## src/rtl/chop_pkg.sv

```systemverilog
package chop_pkg;

  localparam int PHASES = 4;

  // Phase index of one chopper period; odd phases use the reversed input.
  typedef enum logic [1:0] {
    PH_A0 = 2'd0,
    PH_B0 = 2'd1,
    PH_A1 = 2'd2,
    PH_B1 = 2'd3
  } phase_e;

  function automatic logic phase_is_rev(input phase_e p);
    return p[0];
  endfunction

endpackage

```

## src/rtl/chop_phase_ctr.sv

```systemverilog
module chop_phase_ctr
  import chop_pkg::*;
(
  input  logic   clk,
  input  logic   rst_n,
  input  logic   chop_en,
  input  logic   phase_adv,
  output phase_e phase_q,
  output phase_e phase_nx,
  output logic   en_q
);

  always_comb begin
    phase_nx = phase_q;
    if (!chop_en || !en_q) begin
      phase_nx = PH_A0;
    end else if (phase_adv) begin
      phase_nx = phase_e'(phase_q + 2'd1);
    end
  end

  always_ff @(posedge clk or negedge rst_n) begin
    if (!rst_n) begin
      phase_q <= PH_A0;
      en_q    <= 1'b0;
    end else begin
      phase_q <= phase_nx;
      en_q    <= chop_en;
    end
  end

  // no strobe -> phase holds
  p_hold_r5: assert property (@(posedge clk) disable iff (!rst_n)
    (en_q && chop_en && !phase_adv) |=> $stable(phase_q));

  // strobe -> exactly one step
  p_step_r5: assert property (@(posedge clk) disable iff (!rst_n)
    (en_q && chop_en && phase_adv) |=> (phase_q == phase_e'($past(phase_q) + 2'd1)));

  // enabling restarts the period
  p_restart_r6: assert property (@(posedge clk) disable iff (!rst_n)
    (chop_en && !en_q) |=> (phase_q == PH_A0));

endmodule

```

## src/rtl/chop_route.sv

```systemverilog
module chop_route
  import chop_pkg::*;
#(
  parameter int CH_W   = 2,
  parameter int GAIN_W = 2
) (
  input  logic              clk,
  input  logic              rst_n,
  input  logic              chop_en,
  input  logic [CH_W-1:0]   usr_chan,
  input  logic [GAIN_W-1:0] usr_gain,
  input  phase_e            phase_nx,
  output logic [CH_W-1:0]   mux_sel,
  output logic [GAIN_W-1:0] gain_code,
  output logic              neg_flag,
  output logic              mode_q
);

  localparam logic [CH_W-1:0] CH_DIRECT  = '0;
  localparam logic [CH_W-1:0] CH_REVERSE = {{(CH_W-1){1'b0}}, 1'b1};

  logic [CH_W-1:0] sel_nx;
  logic            neg_nx;

  always_comb begin
    if (chop_en) begin
      neg_nx = phase_is_rev(phase_nx);
      sel_nx = neg_nx ? CH_REVERSE : CH_DIRECT;
    end else begin
      neg_nx = 1'b0;
      sel_nx = usr_chan;
    end
  end

  always_ff @(posedge clk or negedge rst_n) begin
    if (!rst_n) begin
      mux_sel   <= '0;
      gain_code <= '0;
      neg_flag  <= 1'b0;
      mode_q    <= 1'b0;
    end else begin
      mux_sel   <= sel_nx;
      gain_code <= usr_gain;
      neg_flag  <= neg_nx;
      mode_q    <= chop_en;
    end
  end

  p_direct_r2: assert property (@(posedge clk) disable iff (!rst_n)
    !chop_en |=> (mux_sel == $past(usr_chan) && !neg_flag));

  p_gain_r3: assert property (@(posedge clk) disable iff (!rst_n)
    1'b1 |=> (gain_code == $past(usr_gain)));

  // pair restricted to codes 0/1, sign tied to the reversed input
  p_pair_r4: assert property (@(posedge clk) disable iff (!rst_n)
    mode_q |-> ((mux_sel >> 1) == '0 && neg_flag == mux_sel[0]));

endmodule

```

## src/rtl/chop_demod.sv

```systemverilog
module chop_demod #(
  parameter int DATA_W = 16
) (
  input  logic                     clk,
  input  logic                     rst_n,
  input  logic                     smp_valid,
  input  logic signed [DATA_W-1:0] smp_data,
  input  logic                     neg_flag,
  output logic                     out_valid,
  output logic signed [DATA_W-1:0] out_data
);

  localparam logic signed [DATA_W-1:0] S_MIN = {1'b1, {(DATA_W-1){1'b0}}};
  localparam logic signed [DATA_W-1:0] S_MAX = {1'b0, {(DATA_W-1){1'b1}}};

  logic signed [DATA_W-1:0] neg_val;
  logic signed [DATA_W-1:0] dat_nx;
  logic                     dat_en;

  always_comb begin
    neg_val = (smp_data == S_MIN) ? S_MAX : -smp_data;
    dat_nx  = neg_flag ? neg_val : smp_data;
    dat_en  = smp_valid;
  end

  always_ff @(posedge clk or negedge rst_n) begin
    if (!rst_n) begin
      out_valid <= 1'b0;
    end else begin
      out_valid <= smp_valid;
    end
  end

  always_ff @(posedge clk or negedge rst_n) begin
    if (!rst_n) begin
      out_data <= '0;
    end else if (dat_en) begin
      out_data <= dat_nx;
    end
  end

  p_pass_r7: assert property (@(posedge clk) disable iff (!rst_n)
    (smp_valid && !neg_flag) |=> (out_data == $past(smp_data)));

  p_sat_r8: assert property (@(posedge clk) disable iff (!rst_n)
    (smp_valid && neg_flag && smp_data == S_MIN) |=> (out_data == S_MAX));

  p_valid_r9: assert property (@(posedge clk) disable iff (!rst_n)
    1'b1 |=> (out_valid == $past(smp_valid)));

  p_hold_r9: assert property (@(posedge clk) disable iff (!rst_n)
    !smp_valid |=> $stable(out_data));

endmodule

```

## src/rtl/chopper_mux_sequencer.sv

```systemverilog
module chopper_mux_sequencer
  import chop_pkg::*;
#(
  parameter int N_CH   = 4,
  parameter int N_GAIN = 4,
  parameter int DATA_W = 16
) (
  input  logic                              clk,
  input  logic                              rst_n,
  input  logic                              chop_en,
  input  logic                              phase_adv,
  input  logic [$clog2(N_CH)-1:0]           usr_chan,
  input  logic [$clog2(N_GAIN)-1:0]         usr_gain,
  input  logic                              smp_valid,
  input  logic signed [DATA_W-1:0]          smp_data,
  output logic [$clog2(N_CH)-1:0]           mux_sel,
  output logic [$clog2(N_GAIN)-1:0]         gain_code,
  output logic                              neg_flag,
  output logic                              out_valid,
  output logic signed [DATA_W-1:0]          out_data
);

  localparam int CH_W   = $clog2(N_CH);
  localparam int GAIN_W = $clog2(N_GAIN);

  // Reset: asserted asynchronously, released on the second clock edge.
  logic [1:0] rst_sync;
  logic       rst_in_n;

  always_ff @(posedge clk or negedge rst_n) begin
    if (!rst_n) rst_sync <= 2'b00;
    else        rst_sync <= {rst_sync[0], 1'b1};
  end
  assign rst_in_n = rst_sync[1];

  phase_e phase_q;
  phase_e phase_nx;
  logic   en_q;
  logic   mode_q;

  chop_phase_ctr u_phase (
    .clk      (clk),
    .rst_n    (rst_in_n),
    .chop_en  (chop_en),
    .phase_adv(phase_adv),
    .phase_q  (phase_q),
    .phase_nx (phase_nx),
    .en_q     (en_q)
  );

  chop_route #(.CH_W(CH_W), .GAIN_W(GAIN_W)) u_route (
    .clk      (clk),
    .rst_n    (rst_in_n),
    .chop_en  (chop_en),
    .usr_chan (usr_chan),
    .usr_gain (usr_gain),
    .phase_nx (phase_nx),
    .mux_sel  (mux_sel),
    .gain_code(gain_code),
    .neg_flag (neg_flag),
    .mode_q   (mode_q)
  );

  chop_demod #(.DATA_W(DATA_W)) u_demod (
    .clk      (clk),
    .rst_n    (rst_in_n),
    .smp_valid(smp_valid),
    .smp_data (smp_data),
    .neg_flag (neg_flag),
    .out_valid(out_valid),
    .out_data (out_data)
  );

  // counter phase and routed sign agree while chopping
  p_phase_sign_r4: assert property (@(posedge clk) disable iff (!rst_in_n)
    (mode_q && en_q) |-> (neg_flag == phase_is_rev(phase_q)));

  // outputs idle while held in reset
  p_reset_r1: assert property (@(posedge clk)
    !rst_in_n |-> (!out_valid && !neg_flag && mux_sel == '0));

endmodule

```

## config.mk

```make
export PLATFORM = sky130hd
export DESIGN_NAME = chopper_mux_sequencer
export DESIGN_NICKNAME = d
export VERILOG_FILES = /design/src/rtl/chop_pkg.sv /design/src/rtl/chop_phase_ctr.sv /design/src/rtl/chop_route.sv /design/src/rtl/chop_demod.sv /design/src/rtl/chopper_mux_sequencer.sv
export SDC_FILE = /design/constraint.sdc
export NUM_CORES = 1
export LEC_CHECK = 0
export BUFFER_PORTS_ARGS = -buffer_cell sky130_fd_sc_hd__buf_2
export CAP_MARGIN = 40
export CORE_MARGIN = 1
export CORE_UTILIZATION = 51
export CTS_BUF_LIST = sky130_fd_sc_hd__clkbuf_8
export DETAILED_ROUTE_END_ITERATION = 16
export HOLD_SLACK_MARGIN = 0.12
export PLACE_DENSITY = 0.82
export SLEW_MARGIN = 30
export SYNTH_ARGS = -nofsm -noshare
export SYNTH_HDL_FRONTEND = slang
export SYNTH_SLANG_ARGS = --single-unit
```

## constraint.sdc

```tcl
create_clock -name clk -period 1.32 [get_ports clk]
set_clock_uncertainty 0.2 [all_clocks]
set_input_delay 0.066 -clock clk [delete_from_list [all_inputs] [get_ports clk]]
set_output_delay 0.066 -clock clk [all_outputs]
set_load 0.1 [all_outputs]
```

==> results by group, run 1 <==
Die
  – Starting density of the core: 56.54%
  – Std-Cell Rows: 17
  – Die H: 52.47 um
  – # IOs: 47
  – Die W: 52.47 um

Synth
  – Syn Nets: 153
  – Largest family of logic cells by synthesized area: simple AND/OR/NAND/NOR gates
  – Syn avg cell area: 10.23 um2
  – Synth Cell Area: 0.001299 mm2
  – Post-synth EDFFs: 0
  – Synth area leader: dfrtp_1
  – Synth Area in Adders: 0.9634%
  – Mux contribution to synthesized area: 2.408%
  – Sequential share of the synthesized area: 50.10%
  – Distinct cells, synth: 38
  – Synth Warn #: 0
  – Fraction of registers with async set/reset: 100.0%
  – Synth Area in XOR/XNOR: 8.092%
  – Post-Synthesis Cells: 127
  – Largest cells by area after synthesis: dfrtp_1, xor2_1, nor2_1, a21oi_1, o31ai_1
  – Main synth FF type: dfrtp_1
  – Synth Area in Compound Gates: 16.38%
  – Top cell type's share of synthesized area: 50.10%
  – Post-Synth Simple-Gate Area: 17.82%
  – Register bit total from synthesis: 26

Placement
  – Gpl congestion: 0.8212
  – Port buffer count: 46
  – Pre-CTS setup slack: -0.6728 ns
  – Dpl cell area: 0.002029 mm2
  – Post-DP HPWL: 3.156 mm

Clock network
  – Hold Buf Count CTS: 27
  – Post-cts resize count: 20
  – Longest Clk Path Bufs: 2
  – CTS Buf Count: 3
  – Post CTS Setup Buffer Count: 5
  – H-tree levels: 1
  – Num Clock Sinks: 26
  – Clk root buf: clkbuf_8

Outcome
  – First Err: [ERROR DPL-0038] Utilization greater than 100%, impossible to legalize
  – Status: aborted with a tool error
  – Halt Stage: 4_1_cts
==> cells by family after synthesis <==
logic type	after synthesis
mux	3
simple gates	39
compound gates	32
flops	26
fa+ha+maj	1
buf+inv	13
other cells	1
xor+xnor	12
==> metrics by stage <==
stage,hold slack [ns],std cells
after detailed placement,-0.3376,216
after floorplan,-0.4296,127
after global placement,-0.3488,216
==> cells in the mapped netlist, types with 5 or more instances <==
master	number
a31oi_1	5
dfrtp_1	26
a21oi_1	8
nor2_1	15
inv_1	5
o21ai_0	7
o31ai_1	5
xor2_1	11
clkbuf_1	6
==> run 2, diff against run 1 <==
--- a/config.mk
+++ b/config.mk
@@ -7,12 +7,10 @@
 export LEC_CHECK = 0
 export BUFFER_PORTS_ARGS = -buffer_cell sky130_fd_sc_hd__buf_2
 export CAP_MARGIN = 40
-export CORE_MARGIN = 1
-export CORE_UTILIZATION = 51
-export CTS_BUF_LIST = sky130_fd_sc_hd__clkbuf_8
+export CORE_AREA = 2 2 63 65
 export DETAILED_ROUTE_END_ITERATION = 16
-export HOLD_SLACK_MARGIN = 0.12
-export PLACE_DENSITY = 0.82
+export DIE_AREA = 0 0 65 67
+export PLACE_DENSITY_LB_ADDON = 0.15
 export SLEW_MARGIN = 30
 export SYNTH_ARGS = -nofsm -noshare
 export SYNTH_HDL_FRONTEND = slang
==> run 2 against run 1 <==
  * The flow now finishes, with violations (hold timing, setup timing)
  * Synthesized area unchanged
  * Synthesized cell count unchanged
==> results by group, run 2 <==
Layout
  – Max reg flops: 16
  – # diodes: 0
  – Commonest non-fill, non-tap cells in the layout: dfrtp_1, buf_2, buf_12
  – Layout cells sized above 1: 49.76%
  – Filler Cell Count: 269
  – Post-layout util: 67.25%
  – Area grow syn2layout: 86.71%
  – # nets final: 236
  – Fin area: 0.002425 mm2
  – Commonest non-fill, non-tap cell in the layout: dfrtp_1
  – Largest Register: u_demod.out_data
  – Multi-input gate area: 715.7 um2
  – Reg area: 654.4 um2

STA
  – Min cycle time layout: 1.551 ns
  – WHS: -0.05288 ns
  – Final slew viol count: 0
  – Worst Slack Setup Final: -0.2309 ns
  – Fin crit share: 117.5%
  – Final Hold Vio Count: 8
  – Fmax achieved: 644.8 MHz
  – RSZ-0062 raised after global routing: true
  – Final setup vio count: 17

Synth
  – Fraction of registers with async set/reset: 100.0%
  – Top cell type's share of synthesized area: 50.10%
  – Syn Nets: 153
  – Post-Synthesis Cells: 127
  – Post-synth EDFFs: 0
  – Syn avg cell area: 10.23 um2
  – Distinct cells, synth: 38
  – Synth Cell Area: 0.001299 mm2
  – Largest cells by area after synthesis: dfrtp_1, xor2_1, nor2_1, a21oi_1, o31ai_1
  – Commonest cells in the netlist: dfrtp_1, nor2_1, xor2_1, a21oi_1, o21ai_0
  – Synth Warn #: 0
  – Synth area leader: dfrtp_1
  – Register bit total from synthesis: 26
  – Main synth FF type: dfrtp_1
  – Sequential share of the synthesized area: 50.10%
  – Most common cell in the netlist: dfrtp_1

Clock network
  – Worst skew pair latency: 0.26 ns
  – CTS Buf Count: 3
  – Num Clock Sinks: 26
  – Longest Clk Path Bufs: 2
  – Clk root buf: clkbuf_8
  – Hold Buf Count CTS: 16
  – CTS tree: built
  – H-tree levels: 1
  – CTS clk-pin slew, worst paths: 0.09 ns

Global route
  – Gr usage total: 17.99%
  – First-pass GRT wire length: 6.085 mm
  – Antenna violations before repair: 0
  – Number of global-route vias before repair: 1382
  – Grt total ovfl: 0
  – Largest net degree at the start of global routing: 18

Placement
  – Post-DP HPWL: 2.571 mm
  – Port buffer count: 46
  – Gpl congestion: 0.8230
  – Dpl cell area: 0.002042 mm2

Power and ir drop
  – Worst ir drop on vdd: 559.1 uV
  – LEAKAGE: 1.048 nW
  – Power per Cell Area: 1051 mW/mm2

Route
  – Post-route ant nets: 0
  – DR pass1 iterations: 4
  – DRT iter0 DRCs: 39
  – WL final: 3.621 mm
  – Via density: 4.961
  – Post-DR wirelength/cell: 14.09 um
  – Via count: 1275
  – DRC errors left: 0

Die
  – # IOs: 47
  – Std-Cell Rows: 22
  – Starting density of the core: 36.02%
  – Core box area: 0.003606 mm2
  – Die ar.: 0.004355 mm2
  – Die H: 67 um
  – Die W: 65 um

Run
  – Max_cap viols: 0

Critical path
  – Crit path kind: input pin to register
  – Max incr delay on CP: 0.57 ns
  – Worst-path cell chain: buf_8 > or4_4 > o41ai_2 > xor2_1 > a21oi_2
  – Endpoint kind of the worst setup timing path: register
  – Family with the most delay on the worst path: simple AND/OR/NAND/NOR gates
  – CP Launch Type: input pin
  – Worst path arrival time: 1.49 ns
  – Critical-path top delay cell: or4_4
  – Worst Path Max Fanout: 5
  – Worst EP required: 1.26 ns
  – Worst Path Buf+Inv: 1

Outcome
  – Failing checks: hold timing, setup timing
  – Status: finished, violations left

Min path
  – Worst hold path class: register to async pin
## run 2: layout make-up
| type | count | area share (%) |
|---|---|---|
| Timing Repair Buffer | 86 | 37.36 |
| Tap cell | 48 | 2.477 |
| Sequential cell | 26 | 26.99 |
| Clock buffer | 4 | 1.858 |
| Inverter | 5 | 1.806 |
| Multi-Input combinational cell | 88 | 29.51 |
## run 2: report_power, final
part | leakage, nW | switching, mW | internal [mW]
Combinational | 0.725 | 0.711 | 0.433
Clock | 0.0228 | 0.236 | 0.215
Sequential | 0.300 | 0.0814 | 0.870
## run 2: final timing paths
path	startpoint	end	slack (ns)	depth (start not counted)
setup / recovery	smp_data[0]	u_demod.out_data[13]	-0.23	5
hold / removal	rst_sync[1]	u_demod.out_data[1]	-0.05	0
setup reg to reg	u_route.neg_flag	u_demod.out_data[13]	-0.13	4
hold reg to reg	rst_sync[1]	u_demod.out_data[1]	-0.05	0
max in group asynchronous	rst_n	rst_sync[1]	0.37	3
min in group clk	smp_data[1]	u_demod.out_data[1]	-0.02	3
## run 2: what timing repair did
action,4_1_cts,5_1_grt
pin swaps,11,10
hold endpoints to repair,24,7
setup buffers,1,2
resized for setup,14,20
setup endpoints to repair,17,17
## run 2: cell families (layout without fill, tap and decap cells)
kind of cell	Yosys count	after routing	share of synthesized area, %
flops	26	26	50.10
mux	3	3	2.408
xor+xnor	12	12	8.092
compound gates	32	32	16.38
buf+inv	13	95	3.950
simple gates	39	39	17.82
fa+ha+maj	1	1	0.9632
other cells	1	1	0.2887
## run 2: per-layer routing
metal	global-route usage, %	up-vias	wire (um)
li1	-	613	-
met1	21.04	611	1502
met2	33.76	45	1856
met3	3.547	6	207
met4	3.989	0	54
met5	0	-	0
## run 2: through the flow
step                std cells  worst slack, ns  setup TNS [ns]  total power, mW
floorplan                 127          -0.3666          -5.419            1.581
global placement          234          -0.5824          -8.635            2.008
detailed placement        234          -0.6257          -9.294            2.023
CTS                       255          -0.1763          -2.598            2.533
global route              257          -0.2780          -3.605            2.646
finish                    257          -0.2309          -2.568            2.547
No activity file was read; power rests on OpenSTA's default activity.
==> run 3, diff against run 2 <==
--- a/config.mk
+++ b/config.mk
@@ -11,7 +11,9 @@
 export DETAILED_ROUTE_END_ITERATION = 16
 export DIE_AREA = 0 0 65 67
 export PLACE_DENSITY_LB_ADDON = 0.15
+export SKIP_CTS_REPAIR_TIMING = 1
 export SLEW_MARGIN = 30
 export SYNTH_ARGS = -nofsm -noshare
 export SYNTH_HDL_FRONTEND = slang
 export SYNTH_SLANG_ARGS = --single-unit
+export TNS_END_PERCENT = 100
==> run 3 against run 2 <==
  * The flow still finishes with violations (hold timing, setup timing)
  * Routed wire length is 1.5% lower
  * Final area down 1.9%
  * Total power decreased by 0.42%
  * Core utilization fell by 1.2 points
  * First-iteration DRC count rose by 54%
  * Worst setup slack got worse by 0.019 ns
  * Clock power hardly changed
  * Register-to-register slack improved by 0.03 ns
  * Flip-flop and latch count stayed put
  * Largest cell class unchanged
  * Largest power group unchanged
==> results by group, run 3 (synthesis results as in run 2) <==
Die
  – Starting density of the core: 36.02%
  – Die W: 65 um
  – # IOs: 47
  – Die H: 67 um
  – Std-Cell Rows: 22
  – Die ar.: 0.004355 mm2
  – Core box area: 0.003606 mm2

Outcome
  – Status: finished, violations left
  – Failing checks: hold timing, setup timing

Min path
  – Worst hold path class: register to async pin

Layout
  – # nets final: 233
  – Commonest non-fill, non-tap cell in the layout: dfrtp_1
  – Non-filler cells, final: 254
  – Max reg flops: 16
  – Largest Register: u_demod.out_data
  – Area grow syn2layout: 83.24%
  – Post-layout util: 66.00%
  – # diodes: 0
  – Layout cells sized above 1: 48.06%
  – Commonest non-fill, non-tap cells in the layout: dfrtp_1, buf_2, buf_4

Run
  – Max_cap viols: 0

Power and ir drop
  – LEAKAGE: 1.047 nW
  – Net Switching: 1.026 mW
  – Worst ir drop on vdd: 563.7 uV
  – Comb power frac: 44.7%
  – Internal: 1.511 mW
  – Power per Cell Area: 1066 mW/mm2
  – Reg power frac: 37.5%
  – Clk network pwr share: 17.8%
  – Sw Share: 40.45%

Route
  – WL final: 3.568 mm
  – Post-DR wirelength/cell: 14.05 um
  – DR pass1 iterations: 4
  – Post-route ant nets: 0
  – DRT iter0 DRCs: 60
  – Via count: 1264
  – DRC errors left: 0
  – Via density: 4.976

Global route
  – Largest net degree at the start of global routing: 18
  – Number of global-route vias before repair: 1251
  – Gr usage total: 16.21%
  – First-pass GRT wire length: 5.533 mm
  – Grt total ovfl: 0
  – Antenna violations before repair: 0

Clock network
  – Num Clock Sinks: 26
  – Clk root buf: clkbuf_8
  – Longest Clk Path Bufs: 2
  – CTS tree: built
  – CTS clk-pin slew, worst paths: 0.09 ns
  – H-tree levels: 1
  – CTS Buf Count: 3
  – Worst skew pair latency: 0.26 ns

STA
  – Final slew viol count: 0
  – Fin crit share: 118.9%
  – WHS: -0.05220 ns
  – Min cycle time layout: 1.570 ns
  – Worst Slack Setup Final: -0.2500 ns
  – Final setup vio count: 17
  – Fmax achieved: 636.9 MHz
  – RSZ-0062 raised after global routing: true
  – Fin Setup TNS: -3.420 ns
  – Final Hold Vio Count: 13

Critical path
  – CP Launch Type: input pin
  – R2R cell count: 4
  – Worst EP required: 1.28 ns
  – Worst Path Max Fanout: 4
  – Endpoint kind of the worst setup timing path: register
  – Crit path kind: input pin to register
  – Worst path arrival time: 1.53 ns

Placement
  – Gpl congestion: 0.8230
  – DP Cell Count: 234
  – Post-DP HPWL: 2.571 mm
  – Port buffer count: 46
run 3: per-layer routing:
| layer | wire (um) | vias up | global-route usage [%] |
|---|---|---|---|
| met3 | 234 | 6 | 4.054 |
| li1 | - | 603 | - |
| met5 | 0 | - | 0 |
| met2 | 1798 | 47 | 28.74 |
| met4 | 52 | 0 | 3.989 |
| met1 | 1483 | 608 | 19.66 |
run 3: through the flow:
step	worst slack [ns]	area (um2)	total power [mW]
final	-0.2500	2380	2.537
after CTS	-0.3495	2087	2.477
after global placement	-0.5824	2042	2.008
after detailed placement	-0.6257	2042	2.023
after floorplan	-0.3666	1370	1.581
after global routing	-0.3137	2380	2.636
run 3: power groups by stage:
stage / clock, mW / sequential [mW] / combinational, mW
floorplan: 0 / 1.42 / 0.157
global placement: 0 / 0.962 / 1.05
detailed placement: 0 / 0.966 / 1.06
CTS: 0.466 / 0.952 / 1.06
global route: 0.491 / 0.961 / 1.18
finish: 0.452 / 0.950 / 1.13
run 3: worst max-delay path, cell delays in order:
cell and delay [ns]:
buf_6 0.09, or4_4 0.57, nor4_4 0.41, buf_4 0.18, and4_1 0.16, nor3_1 0.05
run 3: cell type report:
class | count | area, um2
clock buffer | 4 | 45.04
fill | 279 | 1226
timing repair buffer | 83 | 864.6
sequential | 26 | 654.4
inverter | 5 | 38.79
tap | 48 | 60.06
multi-input combinational | 88 | 716.9
run 3: path summary, 6_finish.rpt:
| path | end | start | slack (ns) |
|---|---|---|---|
| min in group clk | u_demod.out_data[3] | smp_data[3] | -0.03 |
| hold reg to reg | u_demod.out_data[1] | rst_sync[1] | -0.05 |
| hold / removal | u_demod.out_data[1] | rst_sync[1] | -0.05 |
| setup reg to reg | u_demod.out_data[8] | u_route.neg_flag | -0.10 |
| setup / recovery | u_demod.out_data[14] | smp_data[7] | -0.25 |
| max in group asynchronous | rst_sync[1] | rst_n | 0.37 |
